`src/rtl/ofs_loader_pkg.sv`:
```
package ofs_loader_pkg;

  localparam logic [31:0] DFLT_LO = 32'h0000_007F;
  localparam logic [31:0] DFLT_HI = 32'h0000_03FF;
  localparam int          NUM_OFS = 2;

  typedef enum logic {
    SIDE_EMPTY = 1'b0,
    SIDE_FULL  = 1'b1
  } ofs_side_e;

  typedef struct packed {
    logic par_wr;
    logic par_rd;
    logic shift;
    logic mem_wr;
    logic mem_rd;
  } access_t;

  function automatic ofs_side_e other_side(input ofs_side_e s);
    return (s == SIDE_EMPTY) ? SIDE_FULL : SIDE_EMPTY;
  endfunction

endpackage

```
`src/rtl/ofs_access_decode.sv`:
```
module ofs_access_decode
  import ofs_loader_pkg::*;
(
  input  logic    mrst,
  input  logic    cfg_sel,
  input  logic    wr_req,
  input  logic    rd_req,
  input  logic    ser_en,
  output access_t acc
);

  logic [1:0] n_strobe;
  logic       cfg_ok;

  always_comb begin
    n_strobe = 2'(wr_req) + 2'(rd_req) + 2'(ser_en);
    cfg_ok   = !mrst && !cfg_sel && (n_strobe == 2'd1);
    acc.par_wr = cfg_ok && wr_req;
    acc.par_rd = cfg_ok && rd_req;
    acc.shift  = cfg_ok && ser_en;
    acc.mem_wr = !mrst && cfg_sel && wr_req;
    acc.mem_rd = !mrst && cfg_sel && rd_req;
  end

endmodule

```
`src/rtl/ofs_reg_bank.sv`:
```
module ofs_reg_bank
  import ofs_loader_pkg::*;
#(
  parameter int OFS_W = 16
) (
  input  logic             clk,
  input  logic             mrst,
  input  logic             dflt_hi,
  input  logic             prog_serial,
  input  logic             par_wr,
  input  logic             shift,
  input  logic [OFS_W-1:0] wdata,
  input  logic             ser_in,
  output logic [OFS_W-1:0] empty_ofs,
  output logic [OFS_W-1:0] full_ofs,
  output logic             serial_mode
);

  localparam logic [OFS_W-1:0] LO_VAL = DFLT_LO[OFS_W-1:0];
  localparam logic [OFS_W-1:0] HI_VAL = DFLT_HI[OFS_W-1:0];

  logic [NUM_OFS-1:0][OFS_W-1:0] ofs_q;
  logic [NUM_OFS-1:0]            shift_in;
  logic [OFS_W-1:0]              dflt_val;
  ofs_side_e                     wr_side;
  logic                          do_wr;
  logic                          do_shift;

  assign dflt_val = dflt_hi ? HI_VAL : LO_VAL;
  assign do_wr    = par_wr && !serial_mode;
  assign do_shift = shift && serial_mode;
  // the full side receives the new bit, and its lsb feeds the empty side
  assign shift_in = {ser_in, ofs_q[SIDE_FULL][0]};

  always_ff @(posedge clk) begin
    if (mrst) begin
      serial_mode <= prog_serial;
      wr_side     <= SIDE_EMPTY;
    end else if (do_wr) begin
      wr_side <= other_side(wr_side);
    end
  end

  for (genvar g = 0; g < NUM_OFS; g++) begin : g_lane
    always_ff @(posedge clk) begin
      if (mrst) begin
        ofs_q[g] <= dflt_val;
      end else if (do_shift) begin
        ofs_q[g] <= {shift_in[g], ofs_q[g][OFS_W-1:1]};
      end else if (do_wr && (int'(wr_side) == g)) begin
        ofs_q[g] <= wdata;
      end
    end
  end

  assign empty_ofs = ofs_q[SIDE_EMPTY];
  assign full_ofs  = ofs_q[SIDE_FULL];

endmodule

```
`src/rtl/ofs_readback.sv`:
```
module ofs_readback
  import ofs_loader_pkg::*;
#(
  parameter int OFS_W = 16
) (
  input  logic             clk,
  input  logic             mrst,
  input  logic             par_rd,
  input  logic [OFS_W-1:0] empty_ofs,
  input  logic [OFS_W-1:0] full_ofs,
  output logic             rb_valid,
  output logic [OFS_W-1:0] rb_data
);

  ofs_side_e rd_side;

  always_ff @(posedge clk) begin
    if (mrst) begin
      rd_side  <= SIDE_EMPTY;
      rb_valid <= 1'b0;
      rb_data  <= '0;
    end else begin
      rb_valid <= par_rd;
      if (par_rd) begin
        rb_data <= (rd_side == SIDE_FULL) ? full_ofs : empty_ofs;
        rd_side <= other_side(rd_side);
      end
    end
  end

endmodule

```
`src/rtl/ofs_loader.sv`:
```
module ofs_loader
  import ofs_loader_pkg::*;
#(
  parameter int OFS_W = 16
) (
  input  logic             clk,
  input  logic             mrst,
  input  logic             cfg_sel,
  input  logic             prog_serial,
  input  logic             wr_req,
  input  logic             rd_req,
  input  logic             ser_en,
  input  logic             ser_in,
  input  logic [OFS_W-1:0] wdata,
  output logic [OFS_W-1:0] empty_ofs,
  output logic [OFS_W-1:0] full_ofs,
  output logic             rb_valid,
  output logic [OFS_W-1:0] rb_data,
  output logic             mem_wr,
  output logic             mem_rd
);

  access_t acc;
  logic    serial_mode;

  ofs_access_decode u_dec (
    .mrst    (mrst),
    .cfg_sel (cfg_sel),
    .wr_req  (wr_req),
    .rd_req  (rd_req),
    .ser_en  (ser_en),
    .acc     (acc)
  );

  ofs_reg_bank #(.OFS_W(OFS_W)) u_bank (
    .clk         (clk),
    .mrst        (mrst),
    .dflt_hi     (cfg_sel),
    .prog_serial (prog_serial),
    .par_wr      (acc.par_wr),
    .shift       (acc.shift),
    .wdata       (wdata),
    .ser_in      (ser_in),
    .empty_ofs   (empty_ofs),
    .full_ofs    (full_ofs),
    .serial_mode (serial_mode)
  );

  ofs_readback #(.OFS_W(OFS_W)) u_rb (
    .clk       (clk),
    .mrst      (mrst),
    .par_rd    (acc.par_rd),
    .empty_ofs (empty_ofs),
    .full_ofs  (full_ofs),
    .rb_valid  (rb_valid),
    .rb_data   (rb_data)
  );

  assign mem_wr = acc.mem_wr;
  assign mem_rd = acc.mem_rd;

endmodule

```
`config.mk`:
```
export PLATFORM = sky130hd
export DESIGN_NAME = ofs_loader
export DESIGN_NICKNAME = d
export VERILOG_FILES = /design/src/rtl/ofs_loader_pkg.sv /design/src/rtl/ofs_access_decode.sv /design/src/rtl/ofs_reg_bank.sv /design/src/rtl/ofs_readback.sv /design/src/rtl/ofs_loader.sv
export SDC_FILE = /design/constraint.sdc
export NUM_CORES = 1
export LEC_CHECK = 0
export BUFFER_PORTS_ARGS = -buffer_cell sky130_fd_sc_hd__buf_2
export CAP_MARGIN = 20
export CORE_UTILIZATION = 52
export CTS_BUF_LIST = sky130_fd_sc_hd__clkbuf_2 sky130_fd_sc_hd__clkbuf_4 sky130_fd_sc_hd__clkbuf_8
export CTS_CLUSTER_SIZE = 28
export DETAILED_ROUTE_END_ITERATION = 6
export GPL_ROUTABILITY_DRIVEN = 1
export GPL_TIMING_DRIVEN = 0
export PLACE_DENSITY = 0.93
export SETUP_SLACK_MARGIN = 0.15
export SYNTH_ARGS = -nofsm -noshare
export SYNTH_HDL_FRONTEND = slang
export SYNTH_SLANG_ARGS = --single-unit
export TNS_END_PERCENT = 1
```
`constraint.sdc`:
```
create_clock -name clk -period 3.85 [get_ports clk]
set_input_delay 0.1925 -clock clk [delete_from_list [all_inputs] [get_ports clk]]
set_output_delay 0.1925 -clock clk [all_outputs]
set_load 0.005 [all_outputs]
```
---- After elaboration in Yosys (flattened, before gate mapping) ----
Cells that the tools add are included.
storage, ports and cells
  register bits ........................... 52
  bits in latches ......................... 0
  bits in writable memories ............... 0
  memory bits (read-only) ................. 0
  input bits .............................. 24
  output and inout bits ................... 51
  word-level logic and storage cells ...... 38
  memories kept ........................... 0
operators by class
  $add $sub $neg .......................... 2
  multiply operators ...................... 0
  div/mod/pow operators ................... 0
  magnitude comparators ................... 0
  equality and inequality tests ........... 1
  shift operators ......................... 0
  muxes and demuxes ....................... 10
  bitwise logic cells ..................... 1
  reduce and logical (&&, ||, !) cells .... 17
operators with widths
  cell                                                             number
  16-bit 2-to-1 mux                                                7
  1-bit logical AND                                                12
  10-bit 2-to-1 mux                                                1
  3-bit nonzero test                                               2
  1-bit zero test                                                  3
  1-bit by 1-bit adder with 2-bit output                           1
  2-bit by 1-bit adder with 2-bit output                           1
  2-bit by 1-bit == test with 1-bit output, second input constant  1
  1-bit 2-to-1 mux                                                 2
  1-bit inverter                                                   1

---- Depth between registers and ports, before layout ----
Gate-level depths: netlist of the first run.
  depth after elaboration ................. 10
  mapped depth ............................ 8
  depth with buffers taken out ............ 5

---- Cells and area by module ----
Synthesis of the first run repeated with hierarchy kept, for this count alone.
unflattened totals
  cells, all modules ...................... 218
  area, all modules ....................... 2332.2 um2
by module, submodules not included
  module             instances  cells each  area an instance (um2)  seq. area each (um2)
  ofs_reg_bank       1          131         1473.9                  1011.0
  ofs_readback       1          77          778.2                   360.3
  ofs_access_decode  1          10          80.1                    0.0

---- Worst setup path after synthesis of the first run ----
OpenSTA, ideal clock, no wires.
  path type ............................... input port to flip-flop
  start ................................... input port rd_req
  end ..................................... register u_bank.ofs_q, in the netlist u_bank.empty_ofs[0], enable pin
  library setup time ...................... 0.391 ns
  arrival ................................. 2.779 ns
  data required time ...................... 3.459 ns
  path slack .............................. 0.680 ns
  stages .................................. 7
  path buffers ............................ 2
  cell sequence ........................... clkbuf_1 -> inv_1 -> fa_1 -> or4b_1 -> buf_2 -> or3_4 -> o21ai_1
on the way
  longest elaborated chain between the ends .. 8
  elaborated cells on any way between the ends .. 10
  classes of those cells .................. 2 x add/sub; 1 x eq/ne; 7 x reduce/logical
RTL lines
  what                                        RTL line                 RTL
  from (decl)                                 ofs_loader.sv:11         input logic rd_req,
  1-bit by 1-bit adder with 2-bit output *    ofs_access_decode.sv:16  n_strobe = 2'(wr_req) + 2'(rd_req) + 2'(ser_en);
  2-bit by 1-bit adder with 2-bit output *    ofs_access_decode.sv:16
  2-bit by 1-bit == test with 1-bit output *  ofs_access_decode.sv:17  cfg_ok = !mrst && !cfg_sel && (n_strobe == 2'd1);
  1-bit logical AND *                         ofs_access_decode.sv:17
  1-bit logical AND                           ofs_access_decode.sv:18  acc.par_wr = cfg_ok && wr_req;
  1-bit logical AND                           ofs_reg_bank.sv:30       assign do_wr = par_wr && !serial_mode;
  1-bit logical AND                           ofs_reg_bank.sv:50       end else if (do_wr && (int'(wr_side) == g)) begin
  3-bit nonzero test (no line) *              n/a
  to (signal, indexed assignment)             ofs_reg_bank.sv:47       ofs_q[g] <= dflt_val;
  to (signal, indexed assignment)             ofs_reg_bank.sv:49       ofs_q[g] <= {shift_in[g], ofs_q[g][OFS_W-1:1]};
  to (signal, indexed assignment)             ofs_reg_bank.sv:51       ofs_q[g] <= wdata;
  to (decl)                                   ofs_reg_bank.sv:22       logic [NUM_OFS-1:0][OFS_W-1:0] ofs_q;
Mark *: on every way between the ends. The rest lies on a longest branch, timed or not.
A chain may end at the register's enable or synchronous reset.

---- Worst setup path after layout of the first run ----
  start ................................... input port rd_req
  end ..................................... register u_bank.ofs_q, in the netlist u_bank.full_ofs[11], enable pin
The elaborated chain is that of the path after synthesis.

==> flow_results.org, run 1 <==
** Drt
- DRC violation total after the first TritonRoute iteration :: 152
- The routed layout has 1,893 vias.
- Total routed wire length on the met1 layer :: 2.35 mm
- The first detailed-routing pass ran for 4 iterations.
- Detail Route met3 WL :: 322 µm
- Met2 routed WL :: 2.74 mm
- Avg Vias per Cell :: 6.01
- Count of unresolved DRC violations after routing :: 0
- Dividing the detail-routed wire length by the instance count gives 17.4 µm.
- Antenna-violating nets left :: 0
- Summed over all layers, the routed wires come to 5.47 mm.
- In this run the top signal layer used is met4.

** STA
- Total Neg Setup Slack :: 0 ns
- Slew Limit Fails :: 0
- Final number of hold-violating endpoints :: 0
- Clock Skews :: 0.00397 ns
- Post-layout min period :: 3.01 ns
- Slew of the pin with the lowest slew margin :: 0.926 ns
- Share of the clock period used by the worst path :: 0.781
- Setup repair after global routing missed its margin :: false
- Headroom to the max-slew limit :: 0.383
- Setup violations remaining at the end of the flow were counted as 0.
- Derived from the worst setup path, the maximum achievable clock frequency is 0.332 GHz.

** GRT
- The initial antenna violation count came to 0.
- The first global-routing pass estimated 8.53 mm of wire.
- Largest net degree at the start of global routing :: 17
- Global route overflow :: 0
- Total routing resource utilization after global routing :: 0.256
- The via count of the first global-routing pass was 1,698.

** Hold path
- Along the worst hold path, the cell count comes to 1.
- Launch point of the worst hold path :: prog_serial
- The path with the worst hold slack has its endpoint at u_bank.serial_mode.
- Worst min path class :: in -> reg

** Critical path
- In this run the register-to-register setup slack is 1.82 ns.
- The most critical setup path has its startpoint at rd_req.
- The worst register-to-register path begins at u_bank.serial_mode.
- The worst setup path is launched from an input pin.
- Critical path arrival :: 2.94 ns
- Crit path required time :: 3.78 ns
- Along the worst path, the maximum fanout reaches 16.
- The endpoint identified for the worst register-to-register timing path is u_bank.full_ofs[11].
- Start-to-end type of the worst setup path :: in -> reg
- Measured in cells, the most critical reg-to-reg path has a length of 4.
- STA classifies the critical path endpoint as a register.

** Synth
- The synthesized design contains 33 enable-type register cells.
- Number of synthesis warnings :: 0
- Counting flops with an async set or reset pin after synthesis yields a share of 0.
- The mapped netlist covers 2300 µm².
- Average instance area after synthesis :: 12.5 µm²
- Of the post-synthesis cell area, the dominant cell type holds 0.430.
- Yosys cell types :: 29
- Largest area contributor in the synthesized netlist :: edfxtp_1
- For this run, the leading register cell type out of synthesis is edfxtp_1.
- Synth area leaders :: edfxtp_1, dfxtp_1, mux2i_1
- Of the synthesized area, sequential elements account for 0.595.
- The number of nets handed over by synthesis was 209.
- Gate Count Post-Synth :: 184
- After synthesis the netlist holds a flip-flop and latch count of 52.

** Layout
- In the final layout, the share of cells above drive strength 1 is 0.347.
- For this run, the share of the core covered by cells in the final layout is 0.687.
- Counting the fill cells in the layout gives 306.
- The area growth from synthesis to layout is 22.7%.
- Register Area :: 1370 µm²
- The multi-input combinational cells in the finished layout cover a total of 838 µm².
- Commonest cells after routing, fill and taps aside :: buf_2, edfxtp_1, a21oi_1
- ANT cells :: 0
- Most common cell after layout, fill and taps aside :: buf_2
- Final design area excluding fillers :: 2830 µm²
- Total number of nets in the final design :: 289

** Place
- Count of port buffers added during placement :: 73
- DP HPWL :: 3.99 mm
- Weighted congestion at the end of routability-driven global placement :: 0.844
- Standard cell area after detailed placement :: 2740 µm²

** Power
- The design draws 1110 µW.
- Dividing total power by cell area gives a power density of 393 nW/µm².
- Max VDD drop :: 0.000226 V
- In this run the static leakage power is 0.00109 µW.

** Clock network
- The root buffer cell chosen for the clock tree is clkbuf_8.
- In this run the post-CTS setup repair buffer count came out at 0.
- TritonCTS built the clock tree.
- Register clock-pin slew on the reported worst setup and hold paths :: 0.09 ns
- CTS max path bufs :: 2
- Buffers inserted to repair hold after CTS numbered 0.
- Clock tree synthesis inserted a total of 5 buffers.
- Clock latency on the worst-skew pair, taken at its later pin, is 0.30 ns.
- # H-tree levels :: 2
- Sink Count :: 52
- Post-CTS Resized :: 0

** Floorplan
- For this configuration, the core starts out at a cell density of 0.560.
- Core region area :: 4120 µm²
- The floorplan has 23 rows.
- 75 I/O pins were placed.
- Total Die Area :: 4700 µm²
- Measured along the y axis, the die boundary spans 68.6 µm.
- Die width :: 68.6 µm

** Run
- Max-cap viol count :: 0

** Status
- Outcome :: finished, final reports clean
==> state kept, by name, indices dropped and copies added, names as in the netlist <==
signal / count
u_bank.serial_mode: 1
u_rb.rb_data: 16
u_bank.full_ofs: 16
u_rb.rb_valid: 1
u_bank.wr_side: 1
u_rb.rd_side: 1
u_bank.empty_ofs: 16
==> cells by family after synthesis <==
family                   share of synthesized area
flip-flops                                   0.595
AO/OA/AOI/OAI                                0.237
multiplexers                                0.0739
buffers and inverters                       0.0440
adder cells (fa/ha/maj)                    0.00869
AND/OR/NAND/NOR                             0.0407
==> power by group <==
group          leakage, µW  total [µW]  switching, µW  internal, µW
registers         0.000470         653           23.7           630
logic             0.000569         145           81.1          64.2
clock network    0.0000467         311            170           141
total              0.00109        1110            275           835
==> worst max-delay path: stages <==
cell      delay (ns)
clkbuf_1        0.26
inv_1           0.19
fa_1            0.53
or4b_1          0.48
buf_2           0.19
or3_4           0.36
o21ai_2         0.72
==> per-stage QoR <==
step	worst slack [ns]	std cells	hold slack [ns]
2_1_floorplan	0.680	184	0.291
3_3_place_gp	0.155	307	0.369
3_5_place_dp	0.533	307	0.374
4_1_cts	0.842	315	0.0590
5_1_grt	0.720	315	0.0542
6_report	0.842	315	0.0649
==> Yosys cell counts (3+ instances only) <==
cell and number:
edfxtp_1 33, a21oi_1 22, dfxtp_1 19, mux2i_1 17
a211oi_1 16, o22a_1 14, a22o_1 12, clkbuf_1 9
a31oi_1 6, inv_1 6, o21ai_0 4, buf_2 3
nand2_1 3, o21ai_1 3
==> layout make-up <==
| type | count | area share |
|---|---|---|
| flip-flops and latches | 52 | 0.485 |
| inverters | 6 | 0.00797 |
| multi-input cells | 110 | 0.297 |
| plain buffers | 16 | 0.0279 |
| clock buffers | 7 | 0.0297 |
| well taps | 50 | 0.0221 |
| clock inverters | 1 | 0.00133 |
| repair buffers | 73 | 0.129 |
==> layer usage <==
layer  global-route usage  up-vias
met4               0.0833        0
met2                0.413       83
met3               0.0395        7
met1                0.353      915
met5                    0        -
li1                     -      888
==> how the worst max path moves through the flow <==
| stage | end | slack [ns] | cells past startpoint |
|---|---|---|---|
| floorplan | u_bank.empty_ofs[0] | 0.68 | 7 |
| detailed placement | u_bank.full_ofs[5] | 0.53 | 7 |
| global placement | u_bank.full_ofs[1] | 0.16 | 7 |
| global route | u_bank.full_ofs[10] | 0.72 | 7 |
| finish | u_bank.full_ofs[11] | 0.84 | 7 |
| CTS | u_bank.full_ofs[10] | 0.84 | 7 |
Note: power is estimated with default switching activity, not from simulation.
==> run 2, diff against run 1 <==
ABC_AREA = 1   (was default)
CORE_UTILIZATION = 48   (was 52)
PLACE_DENSITY = 0.9   (was 0.93)
clock period = 2.58 ns   (was 3.85 ns; I/O delays follow)
==> run 2 against run 1 <==
Critical path depth unchanged. Die area increased by 14%. Sequential cell count unchanged. Global-route usage decreased by 1.2 points. Register-to-register slack got worse by 1.4 ns. Clock power increased by 82%. Utilization decreased by 5.8 points. Sequential power increased by 47%.
==> flow_results.org, run 2 <==
** Layout
- The register cell area after layout is 1370 µm² (unchanged).
- Final core occ :: 0.629 (was 0.687)
- Relative area change from synthesis to final layout :: 23.8% (was 22.7%)
- The number of nets in the layout came to 390 (was 289).
- The most common library cell in the layout ignoring fill and taps was nand2_1 (was buf_2).
- The diode insertion count for antenna repair was 0 (unchanged).
- The final non-filler cell total is 433 (was 315).
- Number of inserted filler cells in the final layout :: 388 (was 306)
- Commonest cells after routing, fill and taps aside :: nand2_1, buf_2, a21oi_1 (was buf_2, edfxtp_1, a21oi_1)
- Multi-input combinational cell area :: 880 µm² (was 838 µm²)
- The share of cells above drive strength 1 is 0.265 (was 0.347).

** Clock network
- The count of clock tree sinks is 52 (unchanged).
- Clock tree from TritonCTS :: yes (unchanged)
- Post-CTS Resized :: 0 (unchanged)
- Buffers inserted by post-CTS timing repair :: 0 (unchanged)
- The worst-skew pair later-pin latency is 0.30 ns (about the same).
- Cell at the root of the clock tree :: clkbuf_8 (unchanged)
- The CTS H-tree depth was 2 (unchanged).
- Register clock-pin slew on the reported worst setup and hold paths :: 0.09 ns (about the same)
- The number of buffers created by CTS came to 5 (unchanged).
- The maximum buffer depth of the clock tree came to 2 (unchanged).

** Status
- Outcome :: finished, final reports clean (unchanged)

** STA
- For the finished layout, the period the worst path requires is 2.24 ns.
- The relative slew slack is 0.398 (was 0.383).
- The number of setup violations in the final report came to 0 (unchanged).
- The setup TNS after final layout came to 0 ns (unchanged).
- Based on the critical path, the design can be clocked at up to 0.447 GHz.
- Of the available clock period, the critical path in the final layout requires 0.868.
- Slew Limit Fails :: 0 (unchanged)
- The slew of the pin with the lowest slew margin came to 0.903 ns (was 0.926 ns).
- The worst-case hold slack was 0.137 ns (was 0.0649 ns).
- Clock Skews :: 0.00476 ns (was 0.00397 ns)
- Setup repair after global routing missed its margin :: false (unchanged)
- The final hold violation count is 0 (unchanged).

** Critical path
- The startpoint type of the worst setup path is an input pin (unchanged).
- The worst setup path startpoint was rd_req (unchanged).
- Critical path arrival :: 2.17 ns (was 2.94 ns)
- The maximum cell stage delay along the critical path came to 0.72 ns (about the same).
- Crit-path cells :: buf_2 -> inv_1 -> fa_1 -> nor2_2 -> buf_2 -> nand3_1 -> o21ai_2 (was clkbuf_1 -> inv_1 -> fa_1 -> or4b_1 -> buf_2 -> or3_4 -> o21ai_2)
- Largest fanout on the critical path :: 16 (unchanged)
- The critical path start-end classification is in -> reg (unchanged).
- Startpoint of the worst register-to-register path :: u_bank.serial_mode (unchanged)
- The cell that appears most often on the critical path is buf_2.
- The setup slack on the worst flop-to-flop path is 0.44 ns (was 1.82 ns).
- Crit path required time :: 2.51 ns (was 3.78 ns)
- The slowest cell on the critical path is o21ai_2 (unchanged).
- Nature of the critical path endpoint :: register (unchanged)

** Drt
- The DRC violation total after the first TritonRoute iteration came to 220 (was 152).
- The length of the first detailed-routing pass in iterations was 4 (unchanged).
- The post-detailed-route wirelength per cell is 14.4 µm (was 17.4 µm).
- The routed via count was 2,302 (was 1,893).
- The average vias per placed instance was 5.32 (was 6.01).
- Antenna-violating nets left :: 0 (unchanged)
- The detailed-route wire length came to 6.24 mm (was 5.47 mm).
- The DRC violation count after routing is 0 (unchanged).

** Power
- Max VDD drop :: 0.000287 V (was 0.000226 V)
- Total power draw :: 1730 µW (was 1110 µW)
- The static leakage power was 0.00136 µW (was 0.00109 µW).
- Power per standard cell area :: 576 nW/µm² (was 393 nW/µm²)

** Synth
- Most frequent cell after synthesis :: nand2_1 (was edfxtp_1)
- Primary FF master, synth :: edfxtp_1 (unchanged)
- Synthesis-stage register bit count :: 52 (unchanged)
- Gate Count Post-Synth :: 283 (was 184)
- The fraction of synthesis flops using an asynchronous set or reset pin is 0 (unchanged).
- The biggest area consumer among synthesized cells is edfxtp_1 (unchanged).
- Yosys cell types :: 23 (was 29)
- Synth area leaders: edfxtp_1, dfxtp_1, nand2_1 (was edfxtp_1, dfxtp_1, mux2i_1).
- The area share of the leading cell type in the synthesized netlist is 0.407 (was 0.430).
- Area of the mapped netlist :: 2430 µm² (was 2300 µm²)
- Net count after synthesis :: 308 (was 209)
- The warning count from the yosys run was 0 (unchanged).
- EDFF count, synth :: 33 (unchanged)
- The portion of the post-synthesis area used by sequential elements came to 0.564 (was 0.595).
- Average instance area after synthesis :: 8.59 µm² (was 12.5 µm²)
- Post-synth top cells: nand2_1, a21oi_1, edfxtp_1, inv_1, o21ai_0 (was edfxtp_1, a21oi_1, dfxtp_1, mux2i_1, a211oi_1).

** GRT
- The global-route wire length before repair came to 9.78 mm (was 8.53 mm).
- The maximum number of pins on one net before global-route repair was 17 (unchanged).
- The via count of the first global-routing pass was 2,081 (was 1,698).
- Global route overflow :: 0 (unchanged)
- Number of antenna violations at the first check in global routing :: 0 (unchanged)
- Total routing resource utilization after global routing :: 0.243 (was 0.256)

** Floorplan
- The starting utilization of the core area is 0.508 (was 0.560).
- The core outline area was 4790 µm² (was 4120 µm²).
- The overall die area was 5360 µm² (was 4700 µm²).
- Vertical extent of the die :: 73.2 µm (was 68.6 µm)
- Std cell rows :: 25 (was 23)
- Die width :: 73.2 µm (was 68.6 µm)
- I/O pin cnt :: 75 (unchanged)

** Run
- The number of max-cap violations came to 0 (unchanged).

** Place
- The number of placed cells counting well taps is 424 (was 307).
- The global placement routability congestion is 0.885 (was 0.844).
- The number of input and output port buffers inserted came to 74 (was 73).
- The placed wire-length estimate after detailed placement came to 4.61 mm (was 3.99 mm).

** Hold path
- Launch point of the worst hold path :: mrst (was prog_serial)
- Worst min path class :: in -> reg (unchanged)
run 2: cell count changes after synthesis, moves of 3 or more:
cell      previous run  this run
buf_2                3         6
a21oi_1             22        36
o22a_1              14         0
a31oi_1              6         0
mux2i_1             17         0
nand4_1              0        19
a22o_1              12         0
o21ai_0              4        20
a211oi_1            16         0
inv_1                6        23
nand2_1              3       101
run 2: metal layers:
layer  GRT usage  wire [µm]  up-vias
li1            -          -     1107
met1       0.334       2600     1063
met2       0.363       2990      113
met3      0.0483        419       19
met4       0.131        227        0
met5           0          0        -
run 2: cells by family after synthesis:
kind of cell,count (synthesis),share of synthesized area
flops,52,0.564
simple gates,129,0.233
fa+ha+maj,1,0.00823
compound gates,58,0.119
buf+inv,43,0.0761
run 2: per-stage QoR:
step	area (µm²)	setup slack [ns]
2_1_floorplan	2430	0.218
3_3_place_gp	2890	-0.396
3_5_place_dp	2890	0.0380
4_1_cts	3010	0.342
5_1_grt	3010	0.222
6_report	3010	0.342
run 2: where the power goes:
part / switching, µW / internal [µW] / leakage (µW)
clock: 267 / 299 / 0.0000586
sequential: 29.9 / 932 / 0.000470
combinational: 132 / 75.5 / 0.000828
run 2: worst paths after layout:
kind,cells past startpoint,endpoint
hold / removal,1,u_bank.serial_mode
setup reg to reg,7,u_bank.full_ofs[14]
hold reg to reg,2,u_rb.rb_data[6]
setup / recovery,7,u_bank.empty_ofs[7]
run 2: cell type report:
cell class                      instances  area share
Buffer                                 17      0.0287
Clock buffer                            6      0.0253
Clock inverter                          2      0.0116
Inverter                               26      0.0328
Multi-Input combinational cell        188       0.292
Sequential cell                        52       0.455
Tap cell                               67      0.0278
Timing Repair Buffer                   75       0.126
run 2: what timing repair did:
action,in CTS,in global routing
endpoints found under the setup margin,0,0
hold buffers,1,0
hold endpoints to repair,1,0
run 2: worst max-delay path, delay by kind of cell:
| family | cells | cell delay [ns] |
|---|---|---|
| AND/OR/NAND/NOR | 2 | 0.40 |
| AO/OA/AOI/OAI | 1 | 0.72 |
| buffers and inverters | 3 | 0.48 |
| adder cells (fa/ha/maj) | 1 | 0.43 |
